==> src/rtl/sar_seq_pkg.sv <==
package sar_seq_pkg;

  typedef enum logic [0:0] {
    ST_IDLE = 1'b0,
    ST_CONV = 1'b1
  } sar_state_e;

  // Clear the bit under test when the comparator rejects it.
  function automatic logic [31:0] sar_settle_bit(logic [31:0] code,
                                                 int unsigned idx,
                                                 logic keep);
    logic [31:0] r;
    r = code;
    if (!keep) r[idx] = 1'b0;
    return r;
  endfunction

  // Decide the current bit, then raise the next lower one as the new trial.
  function automatic logic [31:0] sar_trial_next(logic [31:0] code,
                                                 int unsigned idx,
                                                 logic keep);
    logic [31:0] r;
    r = sar_settle_bit(code, idx, keep);
    if (idx != 0) r[idx-1] = 1'b1;
    return r;
  endfunction

endpackage

==> src/rtl/sar_cmp_sync.sv <==
module sar_cmp_sync #(
  parameter int STAGES = 2
) (
  input  logic clk,
  input  logic rst_n,
  input  logic async_in,
  output logic sync_out
);
  logic [STAGES-1:0] chain;

  genvar g;
  generate
    for (g = 0; g < STAGES; g++) begin : g_stage
      if (g == 0) begin : g_first
        always_ff @(posedge clk) begin
          if (!rst_n) chain[0] <= 1'b0;
          else        chain[0] <= async_in;
        end
      end else begin : g_rest
        always_ff @(posedge clk) begin
          if (!rst_n) chain[g] <= 1'b0;
          else        chain[g] <= chain[g-1];
        end
      end
    end
  endgenerate

  assign sync_out = chain[STAGES-1];
endmodule

==> src/rtl/sar_settle_timer.sv <==
module sar_settle_timer #(
  parameter int SETTLE = 4
) (
  input  logic clk,
  input  logic rst_n,
  input  logic restart,
  input  logic run,
  output logic expire
);
  localparam int CW = $clog2(SETTLE + 1);
  localparam logic [CW-1:0] LAST = CW'(SETTLE - 1);

  logic [CW-1:0] cnt;

  always_ff @(posedge clk) begin
    if (!rst_n)              cnt <= '0;
    else if (restart)        cnt <= '0;
    else if (run) begin
      if (cnt == LAST)       cnt <= '0;
      else                   cnt <= cnt + 1'b1;
    end
  end

  assign expire = run && (cnt == LAST);


  settle_bound_chk: assert property (@(posedge clk) disable iff (!rst_n)
    cnt <= LAST);


  settle_wrap_chk: assert property (@(posedge clk) disable iff (!rst_n)
    expire && !restart |=> cnt == '0);
endmodule

==> src/rtl/sar_code_reg.sv <==
module sar_code_reg
  import sar_seq_pkg::*;
#(
  parameter int WIDTH = 8,
  parameter int IDXW  = 3
) (
  input  logic             clk,
  input  logic             rst_n,
  input  logic             load,
  input  logic             step,
  input  logic             keep,
  output logic [WIDTH-1:0] code,
  output logic [WIDTH-1:0] decided,
  output logic             last
);
  localparam logic [WIDTH-1:0] MSB_ONLY = WIDTH'(1) << (WIDTH - 1);

  logic [IDXW-1:0] idx;

  always_ff @(posedge clk) begin
    if (!rst_n) begin
      code <= '0;
      idx  <= '0;
    end else if (load) begin
      code <= MSB_ONLY;
      idx  <= IDXW'(WIDTH - 1);
    end else if (step) begin
      code <= WIDTH'(sar_trial_next(32'(code), 32'(idx), keep));
      if (idx != '0) idx <= idx - 1'b1;
    end
  end

  assign decided = WIDTH'(sar_settle_bit(32'(code), 32'(idx), keep));
  assign last    = (idx == '0);


  step_order_chk: assert property (@(posedge clk) disable iff (!rst_n)
    step && !load && !last |=> idx == $past(idx) - 1'b1);


  keep_bit_chk: assert property (@(posedge clk) disable iff (!rst_n)
    step && !load && keep |=> code[$past(idx)]);


  drop_bit_chk: assert property (@(posedge clk) disable iff (!rst_n)
    step && !load && !keep |=> !code[$past(idx)]);
endmodule

==> src/rtl/sar_sequencer.sv <==
module sar_sequencer
  import sar_seq_pkg::*;
#(
  parameter int WIDTH       = 8,
  parameter int SETTLE      = 4,
  parameter int SYNC_STAGES = 2
) (
  input  logic             clk,
  input  logic             rst_n,
  input  logic             go,
  input  logic             cmp_in,
  output logic [WIDTH-1:0] trial_code,
  output logic             hold,
  output logic [WIDTH-1:0] result,
  output logic             done
);
  localparam int IDXW = (WIDTH > 1) ? $clog2(WIDTH) : 1;

  sar_state_e       state;
  logic             cmp_sync;
  logic             timer_expire;
  logic             start_w;
  logic             step_fire;
  logic             finish_w;
  logic             last_bit;
  logic [WIDTH-1:0] decided_w;

  assign start_w   = (state == ST_IDLE) && go;
  assign step_fire = (state == ST_CONV) && timer_expire;
  assign finish_w  = step_fire && last_bit;

  sar_cmp_sync #(.STAGES(SYNC_STAGES)) u_sync (
    .clk      (clk),
    .rst_n    (rst_n),
    .async_in (cmp_in),
    .sync_out (cmp_sync)
  );

  sar_settle_timer #(.SETTLE(SETTLE)) u_timer (
    .clk     (clk),
    .rst_n   (rst_n),
    .restart (start_w),
    .run     (state == ST_CONV),
    .expire  (timer_expire)
  );

  sar_code_reg #(.WIDTH(WIDTH), .IDXW(IDXW)) u_code (
    .clk     (clk),
    .rst_n   (rst_n),
    .load    (start_w),
    .step    (step_fire),
    .keep    (cmp_sync),
    .code    (trial_code),
    .decided (decided_w),
    .last    (last_bit)
  );

  always_ff @(posedge clk) begin
    if (!rst_n) begin
      state  <= ST_IDLE;
      hold   <= 1'b0;
      done   <= 1'b0;
      result <= '0;
    end else begin
      done <= finish_w;
      if (start_w) begin
        state <= ST_CONV;
        hold  <= 1'b1;
      end else if (finish_w) begin
        state  <= ST_IDLE;
        hold   <= 1'b0;
        result <= decided_w;
      end
    end
  end


  initial begin : settle_param_chk
    assert (SETTLE >= SYNC_STAGES + 1)
      else $error("SETTLE must exceed the synchroniser depth");
  end


  done_pulse_chk: assert property (@(posedge clk) disable iff (!rst_n)
    done |=> !done);


  hold_drop_chk: assert property (@(posedge clk) disable iff (!rst_n)
    $fell(hold) |-> done);


  done_idle_chk: assert property (@(posedge clk) disable iff (!rst_n)
    done |-> !hold);


  result_steady_chk: assert property (@(posedge clk) disable iff (!rst_n)
    !$stable(result) |-> done);


  go_ignored_chk: assert property (@(posedge clk) disable iff (!rst_n)
    hold && go && !finish_w |=> hold && !$rose(trial_code[WIDTH-1]));


  start_code_chk: assert property (@(posedge clk) disable iff (!rst_n)
    start_w |=> hold && trial_code == (WIDTH'(1) << (WIDTH - 1)));


  code_moves_chk: assert property (@(posedge clk) disable iff (!rst_n)
    !$stable(trial_code) |-> $past(start_w || step_fire));
endmodule

==> config.mk <==
export PLATFORM = sky130hd
export DESIGN_NAME = sar_sequencer
export DESIGN_NICKNAME = d
export VERILOG_FILES = /design/src/rtl/sar_seq_pkg.sv /design/src/rtl/sar_cmp_sync.sv /design/src/rtl/sar_settle_timer.sv /design/src/rtl/sar_code_reg.sv /design/src/rtl/sar_sequencer.sv
export SDC_FILE = /design/constraint.sdc
export NUM_CORES = 1
export LEC_CHECK = 0
export BUFFER_PORTS_ARGS = -buffer_cell sky130_fd_sc_hd__buf_2
export CAP_MARGIN = 30
export CORE_ASPECT_RATIO = 2
export CORE_MARGIN = 4
export CORE_UTILIZATION = 45
export DETAILED_ROUTE_END_ITERATION = 7
export GPL_TIMING_DRIVEN = 0
export PLACE_DENSITY = 0.69
export REMOVE_ABC_BUFFERS = 1
export SLEW_MARGIN = 0
export SYNTH_ARGS = -nofsm -noshare
export SYNTH_HDL_FRONTEND = slang
export SYNTH_SLANG_ARGS = --single-unit
==> constraint.sdc <==
create_clock -name clk -period 2.6 [get_ports clk]
set_input_delay 0.13 -clock clk [delete_from_list [all_inputs] [get_ports clk]]
set_output_delay 0.13 -clock clk [all_outputs]
set_load 0.02 [all_outputs]
==> results.sh, run 1 <==
export IMPL_outcome="completed"
export IMPL_synth_cells=135
export IMPL_numCtsBuffers=3
export IMPL_synth_area_top_cells="dfxtp_1, ha_1, a21oi_1, nand2_1, nand3_1"
export IMPL_cp_end_kind="flop"
export IMPL_rsz0062_at_grt="false"
export IMPL_slowest_delay_ps=580
export IMPL_worstMarginPinSlew_ps=428
export IMPL_via_count=1007
export IMPL_wl_mm=2.59
export IMPL_yosysTopAreaCell="dfxtp_1"
export IMPL_dp_final_hpwl_mm=1.97
export IMPL_critical_path_arrival_ps=2200
export IMPL_crit_path_top_delay_cell="dfxtp_1"
export IMPL_path_buf_inv=1
export IMPL_crit_path_start_kind="flop"
export IMPL_cts_setup_buffers=0
export IMPL_clock_sinks=26
export IMPL_clk_path_buf_depth=2
export IMPL_p_per_area_mw_per_mm2=566
export IMPL_dr_wl_met2_mm=1.46
export IMPL_wl_per_cell_um=14.5
export IMPL_num_rows=26
export IMPL_most_common_layout_cells="dfxtp_1, buf_2, a21oi_1"
export IMPL_finClkSkew_ps=6.45
export IMPL_multi_input_area_um2=616
export IMPL_fin_setup_tns_ps=0
export IMPL_portBuffers=21
export IMPL_grt_pass1_vias=968
export IMPL_fillers=252
export IMPL_final_max_slew_viol_count=0
export IMPL_drive_above_1_share_pct=16.6
export IMPL_dr_wl_met3_um=109
export IMPL_max_cap_viol_count=0
export IMPL_die_x_um=44.6
export IMPL_relSlewSlack_pct=71.3
export IMPL_cts_max_level=1
export IMPL_ys_ff_latch=26
export IMPL_viasPerCell=5.63
export IMPL_die_h_um=81.2
export IMPL_grt_max_degree=15
export IMPL_final_area_mm2=0.00135
export IMPL_period_needed_ps=2010
export IMPL_power_mw=0.761
export IMPL_place_gp_congestion=0.793
export IMPL_root_buffer="clkbuf_8"
export IMPL_critical_path_required_ps=2790
export IMPL_ios=22
export IMPL_insertion_delay_ps=270
export IMPL_syn_avg_cell_area_um2=8.93
export IMPL_path_clk_slew_ps=90
export IMPL_vdd_drop_max_v=0.000392
export IMPL_reg2reg_slack_ps=590
export IMPL_dpl_cell_area_mm2=0.00129
export IMPL_path_cells="inv_1 > ha_1 > ha_1 > nor2_1 > nand3_1 > a311oi_1"
export IMPL_synth_cell_types=33
export IMPL_crit_fanout=13
export IMPL_ys_seq_area_share_pct=43.2
export IMPL_final_hold_viol_count=0
export IMPL_crit_family="flip-flops"
export IMPL_finalNetCount=163
export IMPL_cts_tree="built"
export IMPL_hp_class="primary input to flop"
export IMPL_cts_hold_buffers=0
export IMPL_drt_iter0_drc=37
export IMPL_synth_top_area_share_pct=43.2
export IMPL_finalCritPeriodShare_pct=77.4
export IMPL_grt_overflow_total=0
export IMPL_final_common_cell="dfxtp_1"
export IMPL_dieArea_mm2=0.00362
export IMPL_regArea_um2=520
export IMPL_syn_cell_area_mm2=0.00121
export IMPL_ant_nets=0
export IMPL_place_inst=175
export IMPL_p_leak_nw=0.525
export IMPL_grtUsageTotal_pct=16.0
export IMPL_drc=0
export IMPL_crit_type="flop to flop"
export IMPL_drtPass1Iterations=4
export IMPL_final_cells=179
export IMPL_wl_met1_um=967
export IMPL_start_util_pct=46.9
export IMPL_grt_pass1_wl_mm=4.30
export IMPL_design_core_area_mm2=0.00257
export IMPL_antenna_found_initial=0
export IMPL_setup_viol=0
export IMPL_cts_resized=0
export IMPL_yosysWarnings=0
export IMPL_insertedDiodeCount=0
export IMPL_cpMostUsedCell="ha_1"
export IMPL_syn_to_final_growth_pct=11.6
export IMPL_routed_top_layer="met4"
export IMPL_timing_fmax_mhz=497
-- worst reg2reg max path, delay by kind of cell, from the launching register on --
kind,cells,cell delay [ps]
simple gates,2,380
buf+inv,1,160
fa+ha+maj,2,540
flops,1,580
compound gates,1,260
-- area by class of cell --
type / count / share of cell area (%)
multi-input cells: 96 / 45.7
clock buffers: 4 / 4.09
repair buffers: 21 / 7.81
inverters: 4 / 1.12
flip-flops and latches: 26 / 38.7
well taps: 28 / 2.60
-- per-stage QoR --
stage               hold WS [ps]  worst slack [ps]  utilization, %
floorplan                    252               882               -
global placement             340               669            50.2
detailed placement           344               620            50.2
CTS                         61.2               586            52.4
global route                68.0               360            52.4
finish                      63.2               588            52.4
-- path summary, 6_finish.rpt --
kind,end,depth (start not counted),startpoint
max,u_code.code[4]$_SDFFE_PP0P_,6,u_code.idx[0]$_SDFFE_PN0P_
min,u_sync.chain[0]$_SDFF_PN0_,2,cmp_in
max reg2reg,u_code.code[4]$_SDFFE_PP0P_,6,u_code.idx[0]$_SDFFE_PN0P_
min reg2reg,u_sync.sync_out$_SDFF_PN0_,1,u_sync.chain[0]$_SDFF_PN0_
-- power by group --
group,total [mW],internal [mW],switching [mW]
clock,0.263,0.136,0.128
combinational,0.0734,0.0273,0.0461
sequential,0.425,0.407,0.0179
total,0.761,0.570,0.192
-- metal layers --
metal	vias up	GRT usage, %
met5	-	0
met4	0	8.46
met3	5	2.22
met2	21	30.1
met1	452	15.8
li1	529	-
-- flip-flops by register name, summed over array words and instances, names as in the netlist --
name and flops:
u_code.code 8, u_sync.sync_out 1, u_code.idx 3, result 8
u_timer.cnt 3, done 1, state 1, u_sync.chain 1
-- synth_stat cells --
library cell,instances
nand2_1,11
nor2b_1,2
o31ai_1,2
o311ai_1,3
and4bb_1,1
o211ai_1,2
and3b_1,1
nand4_1,4
a211oi_1,3
nand4b_1,1
buf_2,5
nor3_1,4
nand3b_1,2
o21ai_1,3
or4_1,1
nor2_1,7
o21ai_0,3
inv_1,4
or4b_1,1
nand2b_1,6
a21oi_1,14
a311oi_1,4
nand4bb_1,1
buf_6,1
clkbuf_1,1
or3_1,1
o41ai_1,1
nand3_1,8
dfxtp_1,26
and4b_1,1
buf_4,2
ha_1,7
and2_1,2
-- cells by family after synthesis --
group,after synthesis,synth area share [%]
simple gates,54,25.3
compound gates,35,18.5
flops,26,43.2
buf+inv,13,5.81
fa+ha+maj,7,7.26
No activity file was read; power rests on OpenSTA's default activity.
==> run 2: changes to the inputs <==
ABC_AREA = 1   (was unset)
PLACE_DENSITY = 0.71   (was 0.69)
clock period = 1.62 ns   (was 2.6 ns; I/O delays follow)
==> run 2 against run 1 <==
Effect of this change:
- total power up 72%
- first-iteration DRC count up 24%
- sequential share of layout area shrank 2.6 points
- sequential cell count unchanged
- global-route usage rose by 0.66 points
- synthesized area rose by 4.6%
- maximum frequency is 27% higher
- wire length up 8.4%
- clock skew down 0.50 ps
- die area up 3.9%
- largest power group unchanged
==> results.sh, run 2 <==
export IMPL_slowest_delay_ps=390
export IMPL_setup_viol=0
export IMPL_final_hold_viol_count=0
export IMPL_synth_top_area_share_pct=41.3
export IMPL_die_h_um=82.9
export IMPL_clock_sinks=26
export IMPL_power_mw=1.31
export IMPL_finalNetCount=190
export IMPL_viasPerCell=5.54
export IMPL_p_per_area_mw_per_mm2=893
export IMPL_synth_cell_types=21
export IMPL_fillers=256
export IMPL_synth_async_sr_flop_share_pct=0
export IMPL_drt_iter0_drc=46
export IMPL_syn_to_final_growth_pct=16.1
export IMPL_portBuffers=21
export IMPL_syn_cell_area_mm2=0.00126
export IMPL_synth_common_cells="nand2_1, dfxtp_1, nand3_1, a21oi_1, inv_1"
export IMPL_path_clk_slew_ps=80
export IMPL_dieArea_mm2=0.00377
export IMPL_grt_pass1_wl_mm=4.79
export IMPL_numCtsBuffers=3
export IMPL_cts_max_level=1
export IMPL_dp_final_hpwl_mm=2.20
export IMPL_via_count=1135
export IMPL_yosysWarnings=0
export IMPL_grt_overflow_total=0
export IMPL_place_inst=201
export IMPL_critical_path_required_ps=1830
export IMPL_drc=0
export IMPL_start_util_pct=47.9
export IMPL_critical_path_arrival_ps=1790
export IMPL_dpl_cell_area_mm2=0.00139
export IMPL_final_cells=205
export IMPL_fin_setup_tns_ps=0
export IMPL_ant_nets=0
export IMPL_syn_avg_cell_area_um2=8.19
export IMPL_die_x_um=45.4
export IMPL_synth_area_top_cells="dfxtp_1, nand2_1, nand3_1, a21oi_1, ha_1"
export IMPL_outcome="completed"
export IMPL_max_cap_viol_count=0
export IMPL_worstMarginPinSlew_ps=386
export IMPL_synth_edf_count=0
export IMPL_multi_input_area_um2=696
export IMPL_crit_path_start_kind="flop"
export IMPL_path_cells="inv_2 > ha_1 > ha_4 > inv_1 > nor2_2 > nand3_1 > a21oi_1"
export IMPL_ios=22
export IMPL_most_common_layout_cells="nand2_1, dfxtp_1, buf_2"
export IMPL_ys_seq_area_share_pct=41.3
export IMPL_ys_ff_latch=26
export IMPL_wl_per_cell_um=13.7
export IMPL_wl_mm=2.81
export IMPL_p_leak_nw=0.636
export IMPL_drive_above_1_share_pct=28.8
export IMPL_synth_most_common_cell="nand2_1"
export IMPL_fin_ws_ps=42.0
export IMPL_hp_class="primary input to flop"
export IMPL_grt_max_degree=15
export IMPL_num_rows=26
export IMPL_pre_cts_ws_ps=-160
export IMPL_grtUsageTotal_pct=16.7
export IMPL_vdd_drop_max_v=0.000489
export IMPL_antenna_found_initial=0
export IMPL_drtPass1Iterations=4
export IMPL_place_gp_congestion=0.861
export IMPL_crit_path_top_delay_cell="dfxtp_4"
export IMPL_synthFlopType="dfxtp_1"
export IMPL_final_max_slew_viol_count=0
export IMPL_timing_fmax_mhz=634
export IMPL_cp_end_kind="flop"
export IMPL_regArea_um2=528
export IMPL_crit_fanout=6
export IMPL_yosysTopAreaCell="dfxtp_1"
export IMPL_period_needed_ps=1580
export IMPL_cts_setup_buffers=0
export IMPL_insertedDiodeCount=0
export IMPL_relSlewSlack_pct=74.2
export IMPL_cts_tree="built"
export IMPL_crit_type="flop to flop"
export IMPL_finClkSkew_ps=5.95
export IMPL_grt_pass1_vias=1178
export IMPL_design_core_area_mm2=0.00264
export IMPL_largest_registers="result: 8 flops, u_code.code: 8 flops"
export IMPL_final_area_mm2=0.00146
export IMPL_insertion_delay_ps=270
export IMPL_clk_path_buf_depth=2
export IMPL_root_buffer="clkbuf_8"
export IMPL_finalCritPeriodShare_pct=97.4
export IMPL_synth_cells=154
export IMPL_final_common_cell="nand2_1"
## run 2: cell count changes after synthesis, moves of 6 or more
cell      change
inv_1         +6
nand2_1      +22
nand2b_1      -6
nand3_1      +11
o21ai_2       +8
## run 2: critical path, delay by kind of cell (launching register included)
kind / cells / cell delay [ps]
flip-flops: 1 / 390
AO/OA/AOI/OAI: 1 / 140
AND/OR/NAND/NOR: 2 / 270
adder cells (fa/ha/maj): 2 / 540
buffers and inverters: 2 / 170
## run 2: power by group
group	switching, mW	leakage (nW)	internal, mW
clock network	0.187	0.0216	0.167
logic	0.176	0.402	0.0900
registers	0.0285	0.212	0.659
total	0.391	0.636	0.916
## run 2: logic make-up after synthesis
logic type,Yosys count,share of synthesized area (%)
AND/OR/NAND/NOR,72,30.6
AO/OA/AOI/OAI,34,16.4
flip-flops,26,41.3
buffers and inverters,15,4.86
adder cells (fa/ha/maj),7,6.94
## run 2: layout make-up
type	instances	area share (%)
Clock buffer	3	2.82
Sequential cell	26	36.1
Timing Repair Buffer	22	7.86
Tap cell	28	2.39
Inverter	13	3.33
Multi-Input combinational cell	113	47.5
## run 2: worst paths after layout
check                                   from                          end  slack (ps)  cells after the start
setup / recovery  u_code.idx[0]$_SDFFE_PN0P_  u_code.code[0]$_SDFFE_PP0P_          40                      7
hold / removal                            go           state$_SDFFE_PN0P_         150                      3
setup reg to reg  u_code.idx[0]$_SDFFE_PN0P_  u_code.code[0]$_SDFFE_PP0P_          40                      7
hold reg to reg   u_sync.chain[0]$_SDFF_PN0_   u_sync.sync_out$_SDFF_PN0_         420                      2
## run 2: layer usage
layer  up-vias  wire, µm  track usage, %  share of wire [%]
li1        566         -               -                  -
met1       536       985            15.1                 35
met2        24      1630            30.4                 58
met3         9       104            2.81                3.7
met4         0        94            10.7                3.3
met5         -         0               0                  0
## run 2: repair_timing
item                                    in CTS  in global routing
pin swaps                                    0                  1
endpoints found under the setup margin      20                  3
resized for setup                            4                  3
endpoints found under the hold margin        1                  0
hold buffers                                 1                  0
## run 2: metrics by stage
| step | util (%) | hold WS, ps |
|---|---|---|
| final | 55.6 | 153 |
| after global routing | 55.6 | 174 |
| after detailed placement | 52.7 | 273 |
| after CTS | 55.2 | 155 |
| after global placement | 52.7 | 263 |
| after floorplan | - | 174 |
